$ cat src/rtl/mcw_pkg.sv
package mcw_pkg;

  localparam int IDX_W  = 7;
  localparam int WORD_W = 32;

  localparam logic [IDX_W-1:0] IDX_CFG_A = 7'h18;
  localparam logic [IDX_W-1:0] IDX_CFG_B = 7'h2B;
  localparam logic [IDX_W-1:0] IDX_TBASE = 7'h2C;
  localparam logic [IDX_W-1:0] IDX_FLUSH = 7'h2E;
  localparam logic [IDX_W-1:0] IDX_GCTL  = 7'h38;
  localparam logic [IDX_W-1:0] IDX_CFG_C = 7'h39;
  localparam logic [IDX_W-1:0] IDX_PARK  = 7'h7F;

  localparam int N_OPQ = 3;

  // Index of the k-th opaque configuration register.
  function automatic logic [IDX_W-1:0] opq_idx(input int k);
    case (k)
      0:       opq_idx = IDX_CFG_A;
      1:       opq_idx = IDX_CFG_B;
      default: opq_idx = IDX_CFG_C;
    endcase
  endfunction

  // Reset value of the k-th opaque configuration register.
  function automatic logic [WORD_W-1:0] opq_rst(input int k);
    case (k)
      0:       opq_rst = 32'h0000_1000;
      1:       opq_rst = 32'h4204_0800;
      default: opq_rst = 32'h0140_0000;
    endcase
  endfunction

  // Decoded write into the internal bank.
  typedef struct packed {
    logic              wr;
    logic [IDX_W-1:0]  idx;
    logic [WORD_W-1:0] wdata;
  } bank_cmd_t;

endpackage

$ cat src/rtl/mcw_host_decode.sv
module mcw_host_decode
  import mcw_pkg::*;
#(
  parameter int          ADDR_W    = 12,
  parameter int          FLAG_BIT  = 8,
  parameter logic [11:0] INDEX_OFS = 12'h168,
  parameter logic [11:0] DATA_OFS  = 12'h16C
) (
  input  logic              clk,
  input  logic              rst_n,
  input  logic              host_req,
  input  logic              host_we,
  input  logic [ADDR_W-1:0] host_addr,
  input  logic [WORD_W-1:0] host_wdata,
  output bank_cmd_t         cmd,
  output logic [IDX_W-1:0]  cur_idx,
  output logic              cur_flag,
  output logic              hit_index,
  output logic              hit_data
);

  logic [IDX_W-1:0] idx_q;
  logic             flag_q;
  logic             index_wr;

  assign hit_index = (host_addr == INDEX_OFS[ADDR_W-1:0]);
  assign hit_data  = (host_addr == DATA_OFS[ADDR_W-1:0]);
  assign index_wr  = host_req && host_we && hit_index;

  // Index word: the index field plus the write-intent flag.
  always_ff @(posedge clk or negedge rst_n) begin
    if (!rst_n) begin
      idx_q  <= IDX_PARK;
      flag_q <= 1'b0;
    end else if (index_wr) begin
      idx_q  <= host_wdata[IDX_W-1:0];
      flag_q <= host_wdata[FLAG_BIT];
    end
  end

  assign cur_idx  = idx_q;
  assign cur_flag = flag_q;

  always_comb begin
    cmd.wr    = host_req && host_we && hit_data && flag_q;
    cmd.idx   = idx_q;
    cmd.wdata = host_wdata;
  end

  // the stored index changes only on a host write to the index offset.
  a_r2_index_hold: assert property (@(posedge clk) disable iff (!rst_n)
    !index_wr |=> $stable(cur_idx) && $stable(cur_flag));

  // no bank write can occur while the flag is clear.
  a_r3_flag_gates_write: assert property (@(posedge clk) disable iff (!rst_n)
    !cur_flag |-> !cmd.wr);

endmodule

$ cat src/rtl/mcw_flush_gen.sv
module mcw_flush_gen (
  input  logic clk,
  input  logic rst_n,
  input  logic wr,
  input  logic bit_in,
  output logic pulse
);

  logic level_q;
  logic pulse_q;

  // Flush is requested on a 0-to-1 write of the stored bit.
  always_ff @(posedge clk or negedge rst_n) begin
    if (!rst_n) begin
      level_q <= 1'b0;
      pulse_q <= 1'b0;
    end else begin
      pulse_q <= wr && bit_in && !level_q;
      if (wr) level_q <= bit_in;
    end
  end

  assign pulse = pulse_q;

  // a flush request never lasts two cycles.
  a_r7_single_pulse: assert property (@(posedge clk) disable iff (!rst_n)
    pulse |=> !pulse);

  // no pulse without a write to the flush register.
  a_r7_pulse_needs_write: assert property (@(posedge clk) disable iff (!rst_n)
    !wr |=> !pulse);

endmodule

$ cat src/rtl/mcw_cfg_bank.sv
module mcw_cfg_bank
  import mcw_pkg::*;
(
  input  logic              clk,
  input  logic              rst_n,
  input  bank_cmd_t         cmd,
  input  logic [IDX_W-1:0]  rd_idx,
  output logic [WORD_W-1:0] rd_val,
  output logic [WORD_W-1:0] gctl,
  output logic [WORD_W-1:0] tbase,
  output logic              flush_wr,
  output logic              flush_bit
);

  logic [WORD_W-1:0] gctl_q;
  logic [WORD_W-1:0] tbase_q;
  logic [WORD_W-1:0] opq_q [N_OPQ];

  always_ff @(posedge clk or negedge rst_n) begin
    if (!rst_n) begin
      gctl_q  <= '0;
      tbase_q <= '0;
    end else if (cmd.wr) begin
      if (cmd.idx == IDX_GCTL)  gctl_q  <= cmd.wdata;
      if (cmd.idx == IDX_TBASE) tbase_q <= cmd.wdata;
    end
  end

  // Opaque read-modify-write configuration registers.
  for (genvar k = 0; k < N_OPQ; k++) begin : g_opq
    always_ff @(posedge clk or negedge rst_n) begin
      if (!rst_n)
        opq_q[k] <= opq_rst(k);
      else if (cmd.wr && cmd.idx == opq_idx(k))
        opq_q[k] <= cmd.wdata;
    end
  end

  assign flush_wr  = cmd.wr && (cmd.idx == IDX_FLUSH);
  assign flush_bit = cmd.wdata[0];

  // Read mux: the flush register and unused indices read as zero.
  always_comb begin
    rd_val = '0;
    if (rd_idx == IDX_GCTL)  rd_val = gctl_q;
    if (rd_idx == IDX_TBASE) rd_val = tbase_q;
    for (int k = 0; k < N_OPQ; k++)
      if (rd_idx == opq_idx(k)) rd_val = opq_q[k];
  end

  assign gctl  = gctl_q;
  assign tbase = tbase_q;

  // the control register moves only on a write to its index.
  a_r5_ctl_hold: assert property (@(posedge clk) disable iff (!rst_n)
    !(cmd.wr && cmd.idx == IDX_GCTL) |=> $stable(gctl));

  // the table base moves only on a write to its index.
  a_r6_base_hold: assert property (@(posedge clk) disable iff (!rst_n)
    !(cmd.wr && cmd.idx == IDX_TBASE) |=> $stable(tbase));

endmodule

$ cat src/rtl/mcw_window.sv
module mcw_window
  import mcw_pkg::*;
#(
  parameter int          ADDR_W    = 12,
  parameter int          FLAG_BIT  = 8,
  parameter logic [11:0] INDEX_OFS = 12'h168,
  parameter logic [11:0] DATA_OFS  = 12'h16C
) (
  input  logic              clk,
  input  logic              rst_n,
  input  logic              host_req,
  input  logic              host_we,
  input  logic [ADDR_W-1:0] host_addr,
  input  logic [31:0]       host_wdata,
  output logic [31:0]       host_rdata,
  output logic              host_rvalid,
  output logic              xlat_en,
  output logic [31:0]       xlat_table_base,
  output logic              xlat_flush
);

  localparam int PAD_W = WORD_W - FLAG_BIT - 1;

  bank_cmd_t         cmd;
  logic [IDX_W-1:0]  cur_idx;
  logic              cur_flag;
  logic              hit_index;
  logic              hit_data;
  logic [WORD_W-1:0] bank_rd;
  logic [WORD_W-1:0] gctl;
  logic [WORD_W-1:0] tbase;
  logic              flush_wr;
  logic              flush_bit;
  logic [WORD_W-1:0] index_word;
  logic [WORD_W-1:0] rd_next;
  logic              rd_req;

  mcw_host_decode #(
    .ADDR_W(ADDR_W), .FLAG_BIT(FLAG_BIT),
    .INDEX_OFS(INDEX_OFS), .DATA_OFS(DATA_OFS)
  ) u_dec (
    .clk(clk), .rst_n(rst_n),
    .host_req(host_req), .host_we(host_we),
    .host_addr(host_addr), .host_wdata(host_wdata),
    .cmd(cmd), .cur_idx(cur_idx), .cur_flag(cur_flag),
    .hit_index(hit_index), .hit_data(hit_data)
  );

  mcw_cfg_bank u_bank (
    .clk(clk), .rst_n(rst_n), .cmd(cmd), .rd_idx(cur_idx),
    .rd_val(bank_rd), .gctl(gctl), .tbase(tbase),
    .flush_wr(flush_wr), .flush_bit(flush_bit)
  );

  mcw_flush_gen u_flush (
    .clk(clk), .rst_n(rst_n), .wr(flush_wr), .bit_in(flush_bit),
    .pulse(xlat_flush)
  );

  assign index_word = {{PAD_W{1'b0}}, cur_flag,
                       {(FLAG_BIT-IDX_W){1'b0}}, cur_idx};
  assign rd_req = host_req && !host_we;

  always_comb begin
    rd_next = '0;
    if (hit_index)     rd_next = index_word;
    else if (hit_data) rd_next = bank_rd;
  end

  always_ff @(posedge clk or negedge rst_n) begin
    if (!rst_n) begin
      host_rvalid <= 1'b0;
      host_rdata  <= '0;
    end else begin
      host_rvalid <= rd_req;
      if (rd_req) host_rdata <= rd_next;
    end
  end

  assign xlat_en         = gctl[0];
  assign xlat_table_base = tbase;

  // every read request gets a valid flag on the next cycle.
  a_r4_rvalid_follows: assert property (@(posedge clk) disable iff (!rst_n)
    rd_req |=> host_rvalid);

  // no valid flag without a read request.
  a_r4_rvalid_only: assert property (@(posedge clk) disable iff (!rst_n)
    !rd_req |=> !host_rvalid);

  // a data write while parked leaves every output alone.
  a_r9_park_inert: assert property (@(posedge clk) disable iff (!rst_n)
    (host_req && host_we && hit_data && cur_idx == IDX_PARK)
      |=> $stable(xlat_en) && $stable(xlat_table_base) && !xlat_flush);

  // writes to other offsets touch nothing.
  a_r10_other_ofs: assert property (@(posedge clk) disable iff (!rst_n)
    (host_req && host_we && !hit_index && !hit_data)
      |=> $stable(xlat_en) && $stable(xlat_table_base) && !xlat_flush);

endmodule

$ cat config.mk
export PLATFORM = sky130hd
export DESIGN_NAME = mcw_window
export DESIGN_NICKNAME = d
export VERILOG_FILES = /design/src/rtl/mcw_pkg.sv /design/src/rtl/mcw_host_decode.sv /design/src/rtl/mcw_flush_gen.sv /design/src/rtl/mcw_cfg_bank.sv /design/src/rtl/mcw_window.sv
export SDC_FILE = /design/constraint.sdc
export NUM_CORES = 1
export LEC_CHECK = 0
export ABC_AREA = 1
export BUFFER_PORTS_ARGS = -buffer_cell sky130_fd_sc_hd__buf_2
export CAP_MARGIN = 20
export CORE_AREA = 4 4 90 177
export CTS_CLUSTER_DIAMETER = 30
export DETAILED_ROUTE_END_ITERATION = 7
export DIE_AREA = 0 0 94 181
export GPL_ROUTABILITY_DRIVEN = 0
export PLACE_DENSITY = 0.83
export SYNTH_ARGS = -nofsm -noshare
export SYNTH_HDL_FRONTEND = slang
export SYNTH_SLANG_ARGS = --single-unit
$ cat constraint.sdc
create_clock -name clk -period 4 [get_ports clk]
set_input_delay 0 -clock clk [delete_from_list [all_inputs] [get_ports clk]]
set_output_delay 0 -clock clk [all_outputs]
set_load 0.02 [all_outputs]
[After elaboration in Yosys (flattened, before gate mapping)]
Index checks and enable logic that the tools add are counted.
Cells by class
  bitwise operators: 0
  multipliers: 0
  magnitude comparators: 0
  div/mod/pow operators: 0
  multiplexer cells: 7
  add/sub/neg operators: 0
  equal/unequal tests: 8
  reduce and logical (&&, ||, !) cells: 15
  shifts and indexed selects: 0
Operator list (number)
  $mux 32: 7
  $eq 7x6->1 const B: 5
  $eq 12x9->1 const B: 2
  $logic_and 1x1->1: 11
  $eq 7x5->1 const B: 1
  $reduce_and 2->1: 2
  $logic_not 1->1: 2
Word-level totals
  memories: 0
  flip-flop bits (word level): 203
  output and inout port bits: 67
  input bits: 48
  memory bits (read-only): 0
  bits in latches: 0
  bits in writable memories: 0
  logic and storage cells: 41

[Depth between registers and ports, before layout]
  word-level depth: 8
  depth in mapped cells: 11
  gate-level depth less buffers: 9

[By module]
Synthesis repeated with hierarchy kept, for this count alone.
Second synthesis, totals
  cells, all modules: 1173
  area, all modules: 9492.9 µm²
By module, submodules not included
  mcw_cfg_bank: area an instance 7144.4 µm², cells each 892, instances 1
  mcw_window: area an instance 1512.7 µm², cells each 178, instances 1
  mcw_host_decode: area an instance 764.5 µm², cells each 96, instances 1
  mcw_flush_gen: area an instance 71.3 µm², cells each 7, instances 1

[Least setup slack after synthesis]
OpenSTA, ideal clock, no wires.
  kind: reg-to-reg
  from: register u_dec.idx_q[6], in the netlist u_dec.cur_idx[6]
  to: register host_rdata[16]
  setup slack: 2.325 ns
  arrival time: 1.552 ns
  setup time: 0.123 ns
  buffers on the path: 2
  clock period less this slack: 1.675 ns
  cell stages (with the launch flop): 10
  cell sequence: dfstp_2 > inv_1 > nand3_1 > inv_2 > nand2_1 > buf_4 > clkbuf_1 > nand2_1 > o21ai_0 > nand2_1
Between the ends
  word-level cells in the longest chain between the ends: 8
  elaborated cells on any way between the ends: 12
Ends and longest elaborated chain
  start, declared: RTL line mcw_host_decode.sv:22  | logic [IDX_W-1:0] idx_q;
  start signal, assigned: RTL line mcw_host_decode.sv:36  | idx_q <= host_wdata[IDX_W-1:0];
  $eq 7x6->1: RTL line mcw_cfg_bank.sv:45  | if (rd_idx == IDX_GCTL) rd_val = gctl_q;
  $mux 32: RTL line mcw_cfg_bank.sv:45
  $mux 32: RTL line mcw_cfg_bank.sv:46  | if (rd_idx == IDX_TBASE) rd_val = tbase_q;
  $mux 32 (2 in series): RTL line mcw_cfg_bank.sv:48  | if (rd_idx == opq_idx(k)) rd_val = opq_q[k];
  $mux 32 (*): RTL line mcw_cfg_bank.sv:48
  $mux 32 (*): RTL line mcw_window.sv:67  | else if (hit_data) rd_next = bank_rd;
  $mux 32 (*): RTL line mcw_window.sv:66  | if (hit_index) rd_next = index_word;
  end signal, assigned: RTL line mcw_window.sv:76  | if (rd_req) host_rdata <= rd_next;
  end, declared: RTL line mcw_window.sv:15  | output logic [31:0] host_rdata,
Every way passes the cells marked *; elsewhere a longest branch is shown, timed or not.
A chain may end at the register's enable or synchronous reset.

[Worst setup path in the final report]
  from: register u_dec.idx_q[5], in the netlist u_dec.cur_idx[5]
  to: register u_bank.opq_q[49] (netlist name)
Between the ends
  word-level cells in the longest chain between the ends: 2
Ends and longest elaborated chain
  $eq 7x6->1: RTL line mcw_cfg_bank.sv:34  | else if (cmd.wr && cmd.idx == opq_idx(k))
  $logic_and 1x1->1: RTL line mcw_cfg_bank.sv:34
  end signal, assigned by index: RTL line mcw_cfg_bank.sv:33  | opq_q[k] <= opq_rst(k);
  end signal, assigned by index: RTL line mcw_cfg_bank.sv:35  | opq_q[k] <= cmd.wdata;
  end, declared: RTL line mcw_cfg_bank.sv:17  | logic [WORD_W-1:0] opq_q [N_OPQ];
No other way between the ends.

==> out/qor.yml <==
outcome:
  outcome: "complete, no violations"
pwr:
  power_density_nw_per_um2: 425
  leakage_nw: 5.74
  ir_drop_mv: 0.493
timing:
  hold_viol_final: 0
  fin_crit_ns: 3.03
  fin_skew_ns: 0.0131
  fin_crit_sh_pct: 75.8
  fmax_ghz: 0.330
  slew_headroom_pct: 29.6
  hold_ws_ns: 0.0515
  rsz0062_at_grt: "false"
  worst_pin_slew_ns: 1.05
  maxSlewViolCount: 0
  setup_viol: 0
  tns_ns: 0
  fin_ws_ns: 0.970
synthesis:
  synth_commonest_cells: "nand2_1, dfrtp_1, o21ai_0"
  avgSynthCellArea_sq_um: 8.34
  synth-seq-area-share_pct: 57.4
  synth.distinct_cells: 26
  netlist_area_sq_um: 8880
  yosysWarnings: 0
  synth_fp_nets: 1113
  async_flop_share_pct: 100
  yosys.cell_count.top_type: "nand2_1"
  synth_top_area_cell: "dfrtp_1"
  synth_edf_count: 0
  synthTopCellsByArea: "dfrtp_1, nand2_1, o21ai_0"
  synth_cells: 1065
  ys.flop_type: "dfrtp_1"
  ys_seq_elements: 203
  yosysTopAreaCellShare_pct: 53.3
detailed_routing:
  drc: 0
  ant_nets: 0
  drt_iter0_markers: 673
  drt_pass1_iterations: 5
  routed_via_density: 5.56
  dr_total_vias: 7835
  wl_per_cell_microns: 15.8
  drt-total-wl_mm: 22.2
cells_and_area:
  diodes: 0
  syn2layout_area_growth_pct: 21.9
  layout.nets: 1245
  drive_gt1_share_pct: 16.5
cts:
  cts_htree_levels: 1
  cts.clk_slew.worst_paths_ns: 0.06
  cts_sinks: 203
  clock_latency_ns: 0.52
  cts_tree: "built"
  cts-root-buf: "clkbuf_16"
  cts-buffers-inserted: 26
  clockBufferDepth: 3
  post_cts_buffers: 0
global_route:
  antenna_found_initial: 0
  grt-ovfl-total: 0
  grt_pass1_wl_mm: 37.4
  grt_max_degree: 111
  grt_pass1_vias: 7677
  track_usage_pct: 27.0
place:
  dp_slack_ns: 1.04
  dp.final_hpwl_mm: 13.2
  port_buffers: 114
floorplanning:
  die_h_microns: 181
  die_w_microns: 94
  initial_core_util_pct: 60.6
  coreArea_sq_um: 14700
  io_pins: 115
  dieArea_sq_um: 17000
  rows: 63
setup_path:
  start_kind: "flop"
  worstPathArrival_ns: 3.43
  crit_path_end_kind: "flop"
  setup.worst_path.class: "reg -> reg"
  critical_path_required_ns: 4.40
  cp_max_fo: 64
job:
  maxCapViolations: 0
hold_path:
  hold_path_class: "in -> reg"
worst max-delay path, stage by stage (launching register included):
cell	delay, ns
dfstp_2	0.58
nand2_1	0.07
nor2_1	0.52
nand2_1	0.13
inv_2	0.57
nand3_4	0.62
o21ai_0	0.40
stage by stage:
stage	power (mW)	utilization, %	area [sq um]	std cells
2_1_floorplan	2.16	-	8880	1065
3_3_place_gp	2.25	65.0	9540	1326
3_5_place_dp	2.25	65.0	9540	1326
4_1_cts	4.63	73.7	10800	1409
5_1_grt	4.73	73.8	10800	1410
6_report	4.60	73.8	10800	1410
per-layer routing:
metal / global-route usage (%) / wire length [microns] / up-vias
li1: - / - / 3704
met1: 36.4 / 8940 / 3749
met3: 4.21 / 1580 / 63
met2: 44.4 / 11000 / 319
met5: 0 / 0 / -
met4: 9.26 / 666 / 0
registers in the layout (all words and copies together), names as in the netlist:
register,count
host_rdata,32
u_bank.tbase,32
u_dec.cur_flag,1
host_rvalid,1
u_flush.pulse,1
u_bank.gctl,32
u_flush.level_q,1
u_dec.cur_idx,7
u_bank.opq_q,96
kinds of logic (layout without fill, tap and decap cells):
logic type	Yosys count	count (layout)	synth area share, %
and+or+nand+nor	534	534	25.1
AOI/OAI and AO/OA	214	214	12.3
DFF	203	203	57.4
buffers and inverters	114	264	5.16
where the power goes:
| group | switching [mW] | internal, mW |
|---|---|---|
| combinational | 0.111 | 0.0601 |
| sequential | 0.00497 | 2.06 |
| clock | 0.939 | 1.42 |
final cells by class:
type	count	area (sq um)
clock buffers	29	693
clock inverters	17	201
fillers	1094	3840
inverters	58	218
multi-input cells	748	3330
flip-flops and latches	203	5100
well taps	195	244
repair buffers	160	1040
placed cells by master (no fill, tap or decap):
cell	n
buf_12	2
inv_8	3
nand2_2	3
clkinv_2	1
o21ai_0	178
inv_2	3
inv_1	55
nand3_1	53
clkbuf_8	2
buf_4	7
clkinvlp_4	1
a21oi_1	8
buf_2	113
o21bai_1	8
nor2_4	4
dlygate4sd3_1	37
clkbuf_16	27
clkinv_4	4
clkbuf_1	1
nand3_2	2
dfrtp_1	189
clkinv_8	1
bufinv_16	2
nand3b_1	8
nor2_2	2
nand3_4	2
o21ai_1	20
nor3_4	1
dfstp_2	14
and2_1	1
nor2_1	65
nand2_1	381
nand4_2	1
nand4_1	11
inv_6	5
timing repair:
item | in CTS | in global routing
hold buffers | 37 | 0
gates resized for setup | 0 | 0
setup endpoints to repair | 0 | 0
hold endpoints to repair | 277 | 0
path summary, 6_finish.rpt:
| check | endpoint | start | cells after the start | slack, ns |
|---|---|---|---|---|
| setup / recovery | u_bank.opq_q[49] | u_dec.cur_idx[5] | 6 | 0.97 |
| hold / removal | host_rdata[3] | host_addr[3] | 7 | 0.05 |
| setup reg to reg | u_bank.opq_q[49] | u_dec.cur_idx[5] | 6 | 0.97 |
| hold reg to reg | u_flush.pulse | u_flush.level_q | 1 | 0.45 |
| max in group asynchronous | u_bank.opq_q[24] | rst_n | 3 | 2.86 |
| min in group asynchronous | u_bank.opq_q[7] | rst_n | 2 | 0.14 |
Power figures use the tool's default switching activity.
